`src/rtl/fcmp_pkg.sv`:
```
package fcmp_pkg;
  // Bit positions inside the result word (decoded by the consumer).
  localparam int RBIT_LT    = 0;
  localparam int RBIT_EQ    = 1;
  localparam int RBIT_GT    = 2;
  localparam int RBIT_UN    = 3;
  localparam int RBIT_SUB_A = 4;
  localparam int RBIT_SUB_B = 5;
  localparam int REL_W      = 4;
  localparam int FLAG_TOP   = 6;

  // Relation selector used inside the compare logic.
  typedef enum logic [1:0] {
    REL_LESS  = 2'd0,
    REL_EQUAL = 2'd1,
    REL_MORE  = 2'd2,
    REL_NONE  = 2'd3
  } rel_e;
endpackage

```
`src/rtl/fcmp_classify.sv`:
```
module fcmp_classify #(
  parameter int EXP_W = 8,
  parameter int MAN_W = 23,
  localparam int W = 1 + EXP_W + MAN_W
) (
  input  logic [W-1:0] op,
  output logic         sign,
  output logic         is_nan,
  output logic         is_snan,
  output logic         is_zero,
  output logic         is_sub,
  output logic [W-2:0] mag
);
  logic [EXP_W-1:0] expo;
  logic [MAN_W-1:0] frac;
  logic exp_full, exp_empty, frac_any;

  always_comb begin
    sign      = op[W-1];
    expo      = op[W-2:MAN_W];
    frac      = op[MAN_W-1:0];
    mag       = op[W-2:0];
    exp_full  = &expo;
    exp_empty = ~|expo;
    frac_any  = |frac;
    is_nan    = exp_full && frac_any;
    is_snan   = is_nan && !frac[MAN_W-1];
    is_zero   = exp_empty && !frac_any;
    is_sub    = exp_empty && frac_any;
  end
endmodule

```
`src/rtl/fcmp_relation.sv`:
```
module fcmp_relation #(
  parameter int EXP_W = 8,
  parameter int MAN_W = 23,
  localparam int W = 1 + EXP_W + MAN_W
) (
  input  logic         sign_a,
  input  logic         nan_a,
  input  logic         zero_a,
  input  logic [W-2:0] mag_a,
  input  logic         sign_b,
  input  logic         nan_b,
  input  logic         zero_b,
  input  logic [W-2:0] mag_b,
  output logic [fcmp_pkg::REL_W-1:0] rel
);
  import fcmp_pkg::*;

  logic [W-1:0] key_a, key_b;
  rel_e         sel;

  // Map sign-magnitude onto an unsigned ordered key; zeros fold to one key.
  function automatic logic [W-1:0] order_key(input logic s, input logic z,
                                             input logic [W-2:0] m);
    if (z)      return {1'b1, {(W-1){1'b0}}};
    else if (s) return {1'b0, ~m};
    else        return {1'b1, m};
  endfunction

  always_comb begin
    key_a = order_key(sign_a, zero_a, mag_a);
    key_b = order_key(sign_b, zero_b, mag_b);
    if (nan_a || nan_b)     sel = REL_NONE;
    else if (key_a < key_b) sel = REL_LESS;
    else if (key_a > key_b) sel = REL_MORE;
    else                    sel = REL_EQUAL;
    rel = '0;
    unique case (sel)
      REL_LESS:  rel[RBIT_LT] = 1'b1;
      REL_EQUAL: rel[RBIT_EQ] = 1'b1;
      REL_MORE:  rel[RBIT_GT] = 1'b1;
      default:   rel[RBIT_UN] = 1'b1;
    endcase
  end
endmodule

```
`src/rtl/fcmp_out_stage.sv`:
```
module fcmp_out_stage #(
  parameter int RES_W = 32
) (
  input  logic             clk,
  input  logic             rst_n,
  input  logic             in_valid,
  output logic             in_ready,
  input  logic [RES_W-1:0] d_result,
  input  logic             d_invalid,
  output logic             out_valid,
  input  logic             out_ready,
  output logic [RES_W-1:0] q_result,
  output logic             q_invalid
);
  logic take;

  always_comb begin
    in_ready = !out_valid || out_ready;
    take     = in_valid && in_ready;
  end

  always_ff @(posedge clk or negedge rst_n) begin
    if (!rst_n) begin
      out_valid <= 1'b0;
      q_result  <= '0;
      q_invalid <= 1'b0;
    end else begin
      if (in_ready) out_valid <= in_valid;
      if (take) begin
        q_result  <= d_result;
        q_invalid <= d_invalid;
      end
    end
  end

  assert_hold_stall_R10: assert property (@(posedge clk) disable iff (!rst_n)
    (out_valid && !out_ready) |=> (out_valid && $stable(q_result) && $stable(q_invalid)));

  assert_accept_shows_R10: assert property (@(posedge clk) disable iff (!rst_n)
    (in_valid && in_ready) |=> out_valid);

  assert_drain_empties_R10: assert property (@(posedge clk) disable iff (!rst_n)
    (out_valid && out_ready && !in_valid) |=> !out_valid);
endmodule

```
`src/rtl/fcmp_quiet_top.sv`:
```
module fcmp_quiet_top #(
  parameter int EXP_W = 8,
  parameter int MAN_W = 23,
  parameter int RES_W = 32
) (
  input  logic             clk,
  input  logic             rst_n,
  input  logic             in_valid,
  output logic             in_ready,
  input  logic [1+EXP_W+MAN_W-1:0] in_a,
  input  logic [1+EXP_W+MAN_W-1:0] in_b,
  output logic             out_valid,
  input  logic             out_ready,
  output logic [RES_W-1:0] out_result,
  output logic             out_invalid
);
  import fcmp_pkg::*;

  localparam int W     = 1 + EXP_W + MAN_W;
  localparam int N_OP  = 2;
  localparam int PAD_W = RES_W - FLAG_TOP;

  logic [W-1:0] ops [N_OP];
  logic         sgn [N_OP];
  logic         nan [N_OP];
  logic         snan[N_OP];
  logic         zer [N_OP];
  logic         sub [N_OP];
  logic [W-2:0] mag [N_OP];

  logic [REL_W-1:0] rel;
  logic [RES_W-1:0] word;
  logic             inv;

  always_comb begin
    ops[0] = in_a;
    ops[1] = in_b;
  end

  for (genvar g = 0; g < N_OP; g++) begin : g_cls
    fcmp_classify #(.EXP_W(EXP_W), .MAN_W(MAN_W)) u_cls (
      .op(ops[g]), .sign(sgn[g]), .is_nan(nan[g]), .is_snan(snan[g]),
      .is_zero(zer[g]), .is_sub(sub[g]), .mag(mag[g])
    );
  end

  fcmp_relation #(.EXP_W(EXP_W), .MAN_W(MAN_W)) u_rel (
    .sign_a(sgn[0]), .nan_a(nan[0]), .zero_a(zer[0]), .mag_a(mag[0]),
    .sign_b(sgn[1]), .nan_b(nan[1]), .zero_b(zer[1]), .mag_b(mag[1]),
    .rel(rel)
  );

  always_comb begin
    word = {{PAD_W{1'b0}}, sub[1], sub[0], rel};
    inv  = snan[0] || snan[1];
  end

  fcmp_out_stage #(.RES_W(RES_W)) u_out (
    .clk(clk), .rst_n(rst_n), .in_valid(in_valid), .in_ready(in_ready),
    .d_result(word), .d_invalid(inv), .out_valid(out_valid),
    .out_ready(out_ready), .q_result(out_result), .q_invalid(out_invalid)
  );

  assert_onehot_rel_R2: assert property (@(posedge clk) disable iff (!rst_n)
    out_valid |-> ($countones(out_result[RBIT_UN:RBIT_LT]) == 1));

  assert_upper_zero_R8: assert property (@(posedge clk) disable iff (!rst_n)
    out_valid |-> (out_result[RES_W-1:FLAG_TOP] == '0));

  assert_invalid_unordered_R5: assert property (@(posedge clk) disable iff (!rst_n)
    (out_valid && out_invalid) |-> out_result[RBIT_UN]);

  assert_nan_clears_order_R7: assert property (@(posedge clk) disable iff (!rst_n)
    (out_valid && out_result[RBIT_UN]) |-> (out_result[RBIT_GT:RBIT_LT] == 3'b000));
endmodule

```
`config.mk`:
```
export PLATFORM = sky130hd
export DESIGN_NAME = fcmp_quiet_top
export DESIGN_NICKNAME = d
export VERILOG_FILES = /design/src/rtl/fcmp_pkg.sv /design/src/rtl/fcmp_classify.sv /design/src/rtl/fcmp_relation.sv /design/src/rtl/fcmp_out_stage.sv /design/src/rtl/fcmp_quiet_top.sv
export SDC_FILE = /design/constraint.sdc
export NUM_CORES = 1
export LEC_CHECK = 0
export ABC_CLOCK_PERIOD_IN_PS = 1500
export CAP_MARGIN = 20
export CORE_MARGIN = 2
export CORE_UTILIZATION = 51
export CTS_BUF_LIST = sky130_fd_sc_hd__clkbuf_4
export DETAILED_ROUTE_END_ITERATION = 16
export MAX_ROUTING_LAYER = met4
export PLACE_DENSITY_LB_ADDON = 0.12
export SETUP_SLACK_MARGIN = 0.3
export SLEW_MARGIN = 20
export SYNTH_ARGS = -nofsm -noshare
export SYNTH_HDL_FRONTEND = slang
export SYNTH_HIERARCHICAL = 1
export SYNTH_SLANG_ARGS = --single-unit
```
`constraint.sdc`:
```
create_clock -name clk -period 1.5 [get_ports clk]
set_clock_uncertainty 0.2 [all_clocks]
set_input_delay 0.225 -clock clk [delete_from_list [all_inputs] [get_ports clk]]
set_output_delay 0.225 -clock clk [all_outputs]
set_load 0.02 [all_outputs]
```
==> impl_metrics.tcl, run 1 <==
set metrics [dict create \
    drt_iter0_drc 164 \
    cts_inserted_buffers 5 \
    path_cells "clkdlybuf4s15_1 > nor4_2 > and4_4 > and4_4 > buf_12 > nor2_1 > ha_4 > nand4_1 > buf_4 > buf_4 > nor4_1 > a21oi_1 > o21a_1 > mux2_4" \
    viasPerCell 5.28 \
    grt_pass1_vias 3581 \
    crit_path_top_delay_cell "nor4_1" \
    synth_edf_count 0 \
    maxCapViolCount 0 \
    drc 0 \
    nNetsFinal 704 \
    antenna_found_initial 0 \
    ctsHoldBuffers 0 \
    synth_top_area_frac 0.224 \
    drt-pass1-iter-count 5 \
    synth-seq-cells 34 \
    grt_max_degree 35 \
    setup-violations-final 29 \
    hp-class "input pin to asynchronous set/reset pin" \
    tritoncts "built" \
    synthDistinctLibCells 43 \
    synthArstFlopShare 1.00 \
    avgSynthCellArea_um2 9.48 \
    layout_min_cycle_time_ns 3.31 \
    num_antenna_cells 0 \
    clock-sinks 34 \
    final-seq-area_um2 852 \
    dp_hpwl_mm 7.29 \
    leakagePower_nw 3.01 \
    cp_max_fo 7 \
    start_util 0.526 \
    grt_use_met2 0.477 \
    clockBufferDepth 2 \
    status "finished, violations left" \
    layout_setup_ws_ns -1.81 \
    cp-start-kind "input pin" \
    drv_slew 0 \
    clock_tree.root_cell "clkbuf_4" \
    hold_viol_final 0 \
    dp_cells 636 \
    htree_levels 2 \
    die_x_um 90.2 \
    multi_input_area_mm2 0.00286 \
    fmax_mhz 302 \
    end_kind "flip-flop" \
    routedWlPerCell_um 18.4 \
    routabilityCongestion 0.922 \
    critPathRequiredTime_ns 1.55 \
    powerDensity_mw_per_mm2 676 \
    grt_use_met1 0.315 \
    gr-usage-met3 0.0595 \
    violations "setup timing" \
    peakVddDrop_mv 0.694 \
    ys_seq_area_frac 0.224 \
    ant_nets 0 \
    synth_cells 400 \
    core_mm2 0.00721 \
    clk-insertion-delay-late_ns 0.35 \
    yosys_most_used_dff "dfrtp_1" \
    grt_usage 0.268 \
    grt-busiest-layer "met2" \
    yosys_warnings 6 \
    synth_top_cells_by_area "dfrtp_1 (22%), buf_4 (13%), mux2_4 (12%), ha_1 (11%), xnor2_1 (7.2%)" \
    synth_area_leader_cell "dfrtp_1" \
    nFillCells 368 \
    overflow 0 \
    slowest_delay_ns 0.46 \
    syn_to_final_growth_pct 63.9 \
    grt_setup_unrepaired "true" \
    final_cells 704 \
    syn_area_mm2 0.00379 \
    io_pins 103 \
    dieArea_mm2 0.00814 \
    crit_type "input pin to flip-flop" \
    rows 31 \
    drive_gt1_frac 0.504 \
    grt_first_pass_wirelength_mm 17.1 \
    via_count 3714 \
    post-route-util 0.862 \
    io_buffers 102 \
    post-route-period-util 2.21 \
    die_h_um 90.2 \
    critPathArrivalTime_ns 3.36 \
    wl_mm 12.9 \
    clk_pin_slew_ns 0.14 \
]
[kinds of logic (layout without fill, tap and decap cells)]
family                     count (synthesis)  count (layout)  synth area share
and+or+nand+nor                          123             124             0.182
buffers and inverters                     82             261             0.159
xor gates and xnor gates                  62              62             0.143
DFF                                       34              34             0.224
AOI/OAI and AO/OA                         33              33            0.0571
muxes                                     33              33             0.128
adders and majority gates                 32              32             0.106
other                                      1              26          0.000989
[Yosys cell counts, types with 2 or more instances]
library cell and number:
a2111oi_0 3, a211oi_1 3, a21oi_1 15, and4_1 4, buf_12 3, buf_2 6
buf_4 64, clkbuf_1 7, dfrtp_1 34, ha_1 32, mux2_2 3, mux2_4 30
nand2_1 8, nand2b_1 32, nand3_1 3, nand4_1 12, nor2_1 35, nor2_2 2
nor2b_1 2, nor3_1 4, nor4_1 12, o211ai_1 2, o21ai_0 2, or4_1 2
or4_4 2, xnor2_1 31, xor2_1 31
[routing by layer]
| layer | part of all wire | vias to the layer above |
|---|---|---|
| met5 | 0 | - |
| met4 | 0.057 | 0 |
| met3 | 0.063 | 67 |
| met2 | 0.52 | 189 |
| met1 | 0.36 | 1754 |
| li1 | - | 1704 |
[state kept, by name, indices dropped and copies added, names as in the netlist]
name,count
u_out/out_valid,1
u_out/q_invalid,1
u_out/q_result,32
[path summary, 6_finish.rpt]
check | start | end | slack, ns | cells after the start
worst min register to register | u_out/q_result[8] | u_out/q_result[8] | 0.35 | 1
min in group clk | u_out/q_result[8] | u_out/q_result[8] | 0.35 | 1
worst max-delay path | in_a[14] | u_out/q_result[2] | -1.81 | 14
worst max register to register | u_out/out_valid | u_out/q_result[0] | -0.15 | 6
worst min-delay path | rst_n | u_out/q_result[25] | 0.002 | 2
max in group asynchronous | rst_n | u_out/q_result[9] | 0.87 | 2
[metrics by stage]
step	hold WS (ns)	setup slack (ns)	total power [mW]	setup TNS, ns	cell area, um^2
after CTS	0.0276	-1.60	3.83	-5.59	5810
after global placement	0.289	-2.27	2.82	-17.47	5250
final	0.00173	-1.81	4.20	-7.21	6220
after floorplan	-0.271	-1.72	2.18	-5.51	3970
after global routing	-0.0161	-1.75	4.42	-7.87	6220
after detailed placement	0.292	-2.43	2.88	-18.46	5250
[area by class of cell]
| class | count | area share |
|---|---|---|
| Clock inverter | 1 | 0.00483 |
| Clock buffer | 7 | 0.00845 |
| Multi-Input combinational cell | 310 | 0.460 |
| Tap cell | 99 | 0.0199 |
| Sequential cell | 34 | 0.137 |
| Timing Repair Buffer | 252 | 0.369 |
| Inverter | 1 | 0.000604 |
[cells in the final DEF, fill, tap and decap left out, drive strengths merged, types with 3 or more instances in the layout]
cell type and instances:
buf 199, nor2 37, dfrtp 34, dlygate4sd2 33, mux2 33, nand2b 33
ha 32, xor2 31, xnor2 31, conb 26, a21oi 16, nand4 12
nor4 12, clkbuf 10, clkdlybuf4s15 9, nand2 9, clkdlybuf4s50 5, and4 5
or4 4, nor3 4, dlymetal6s2s 3, nand3 3, a211oi 3, o21ai 3
a2111oi 3
[critical path, delay by kind of cell]
family	cells	cell delay (ns)
fa+ha+maj	1	0.28
compound gates	2	0.27
simple gates	6	1.62
buf+inv	4	0.70
mux	1	0.26
[timing repair]
action,in CTS,in global routing
gates cloned,3,0
gates resized for setup,358,42
pin swaps,37,33
setup buffers,30,27
endpoints found under the setup margin,68,68
[report_power, final]
| group | internal, mW | switching, mW | total [mW] | leakage (nW) |
|---|---|---|---|---|
| combinational | 1.29 | 1.03 | 2.32 | 2.56 |
| sequential | 1.04 | 0.106 | 1.14 | 0.407 |
| clock | 0.390 | 0.348 | 0.738 | 0.0463 |
Power figures use the tool's default switching activity.
==> run 2, diff against run 1 <==
- CORE_UTILIZATION: 51 -> 24
- DONT_BUFFER_PORTS: unset -> 1
==> run 2 against run 1 <==
Effect of this change: the flow still finishes with violations (setup timing); via count shrank 30%; hold slack gained 0.13 ns; power shrank 30%; sequential power grew 15%; largest cell class unchanged.
==> impl_metrics.tcl, run 2 (same netlist as run 1, synthesis figures left out) <==
set metrics [dict create \
    min-delay-start "in_valid" \
    nNetsFinal 506 \
    post-route-period-util 2.00 \
    dp_hpwl_mm 8.04 \
    cp_max_fo 3 \
    syn_to_final_growth_pct 21.2 \
    dp_worst_setup_slack_ns -1.94 \
    hp-class "input pin to flip-flop" \
    drv_slew 0 \
    clock-sinks 34 \
    layout_commonest_cell "mux2_4" \
    crit_type "input pin to flip-flop" \
    nFillCells 1625 \
    multi_input_area_mm2 0.00277 \
    powerDensity_mw_per_mm2 636 \
    violations "setup timing" \
    final-seq-area_um2 885 \
    num_antenna_cells 0 \
    design_area_mm2 0.00460 \
    clk_pin_slew_ns 0.11 \
    setup.worst_path.start "in_b[4]" \
    viasPerCell 4.21 \
    p_total_mw 2.92 \
    drt-pass1-iter-count 4 \
    slowest_delay_ns 0.27 \
    status "finished, violations left" \
    routedWlPerCell_um 16.6 \
    layout_min_cycle_time_ns 3.00 \
    wl_mm 10.3 \
    grt_max_degree 35 \
    path_cells "or4_4 > nor2_4 > buf_4 > buf_6 > buf_6 > buf_6 > buf_6 > buf_6 > buf_6 > buf_6 > buf_6 > buf_6 > buf_6 > buf_6 > buf_6 > buf_6 > buf_6 > buf_6 > buf_6 > a211oi_4 > nor2_4 > buf_4 > o2111a_1 > mux2_4" \
    grt_first_pass_wirelength_mm 15.4 \
    clk-insertion-delay-late_ns 0.32 \
    grt_setup_unrepaired "true" \
    io_pins 103 \
    drt_iter0_drc 106 \
    drive_gt1_frac 0.416 \
    place_area_mm2 0.00382 \
    fin_setup_tns_ns -8.27 \
    die_h_um 130 \
    critPathRequiredTime_ns 1.52 \
    largest_reg_flops 32 \
    ant_nets 0 \
    clock_tree.root_cell "clkbuf_4" \
    max_flop_register "u_out/q_result" \
    maxCapViolCount 0 \
    most-common-layout-cells "mux2_4 (32), xor2_1 (31), xnor2_1 (31), nor2_1 (31), dfrtp_2 (27)" \
    crit_path_top_delay_cell "a211oi_4" \
    fmax_mhz 334 \
    peakVddDrop_mv 0.234 \
    critPathArrivalTime_ns 3.02 \
    drc 0 \
    rows 45 \
    via_count 2596 \
    r2r_start "u_out/out_valid" \
    hold_viol_final 0 \
    overflow 0 \
    antenna_found_initial 0 \
    leakagePower_nw 1.94 \
    htree_levels 2 \
    top_regs "u_out/q_result: 32 flops, u_out/out_valid: 1 flops, u_out/q_invalid: 1 flops" \
    setup-violations-final 6 \
    layout_setup_ws_ns -1.50 \
    io_buffers 0 \
    grt_pass1_vias 2765 \
    hold_ws_ns 0.134 \
    tritoncts "built" \
    cp-start-kind "input pin" \
    end_kind "flip-flop" \
    clockBufferDepth 2 \
    routabilityCongestion 0.774 \
    start_util 0.248 \
    cts_inserted_buffers 5 \
    grt_usage 0.123 \
    crit_top_cell "buf_6" \
    dieArea_mm2 0.0168 \
    die_x_um 130 \
    core_mm2 0.0153 \
]
==> run 2: where the power goes <==
group          internal (mW)  switching [mW]  total (mW)
combinational          0.636           0.494        1.13
clock                  0.169           0.312       0.481
sequential              1.05           0.254        1.31
total                   1.86            1.06        2.92
==> run 2: path summary, 6_finish.rpt <==
check	end	slack, ns	cells after the start
worst min register to register	u_out/q_result[15]	0.42	1
worst max register to register	u_out/q_result[17]	0.06	4
max in group asynchronous	u_out/q_invalid	0.74	2
worst min-delay path	u_out/q_result[27]	0.13	3
min in group asynchronous	u_out/q_result[26]	0.15	2
worst max-delay path	u_out/q_result[1]	-1.50	24
==> run 2: layer usage <==
metal	track usage	wire, um
met3	0.0312	746
met5	-	0
met4	0.0209	85
met1	0.158	4480
met2	0.199	4950
==> run 2: worst max-delay path, delay by kind of cell <==
kind	cells	cell delay, ns
AND/OR/NAND/NOR	3	0.24
buffers and inverters	18	1.88
AO/OA/AOI/OAI	2	0.38
multiplexers	1	0.26
==> run 2: layout make-up <==
class | count | share of cell area
well taps | 211 | 0.0574
flip-flops and latches | 34 | 0.192
inverters | 1 | 0.000817
clock buffers | 5 | 0.00817
repair buffers | 55 | 0.137
clock inverters | 2 | 0.00218
multi-input cells | 309 | 0.602
==> run 2: per-stage QoR <==
step | instances | utilization
6_report | 617 | 0.300
3_3_place_gp | 581 | 0.249
4_1_cts | 617 | 0.294
2_1_floorplan | 425 | -
3_5_place_dp | 581 | 0.249
5_1_grt | 617 | 0.300
==> run 2: what timing repair did <==
action                                  CTS  global route
hold buffers                              3             0
gates resized for setup                  84            16
buffers inserted                         23             0
endpoints found under the setup margin   69            69
pin swaps                                19            12
cloned                                    3             0
hold endpoints to repair                 35             0
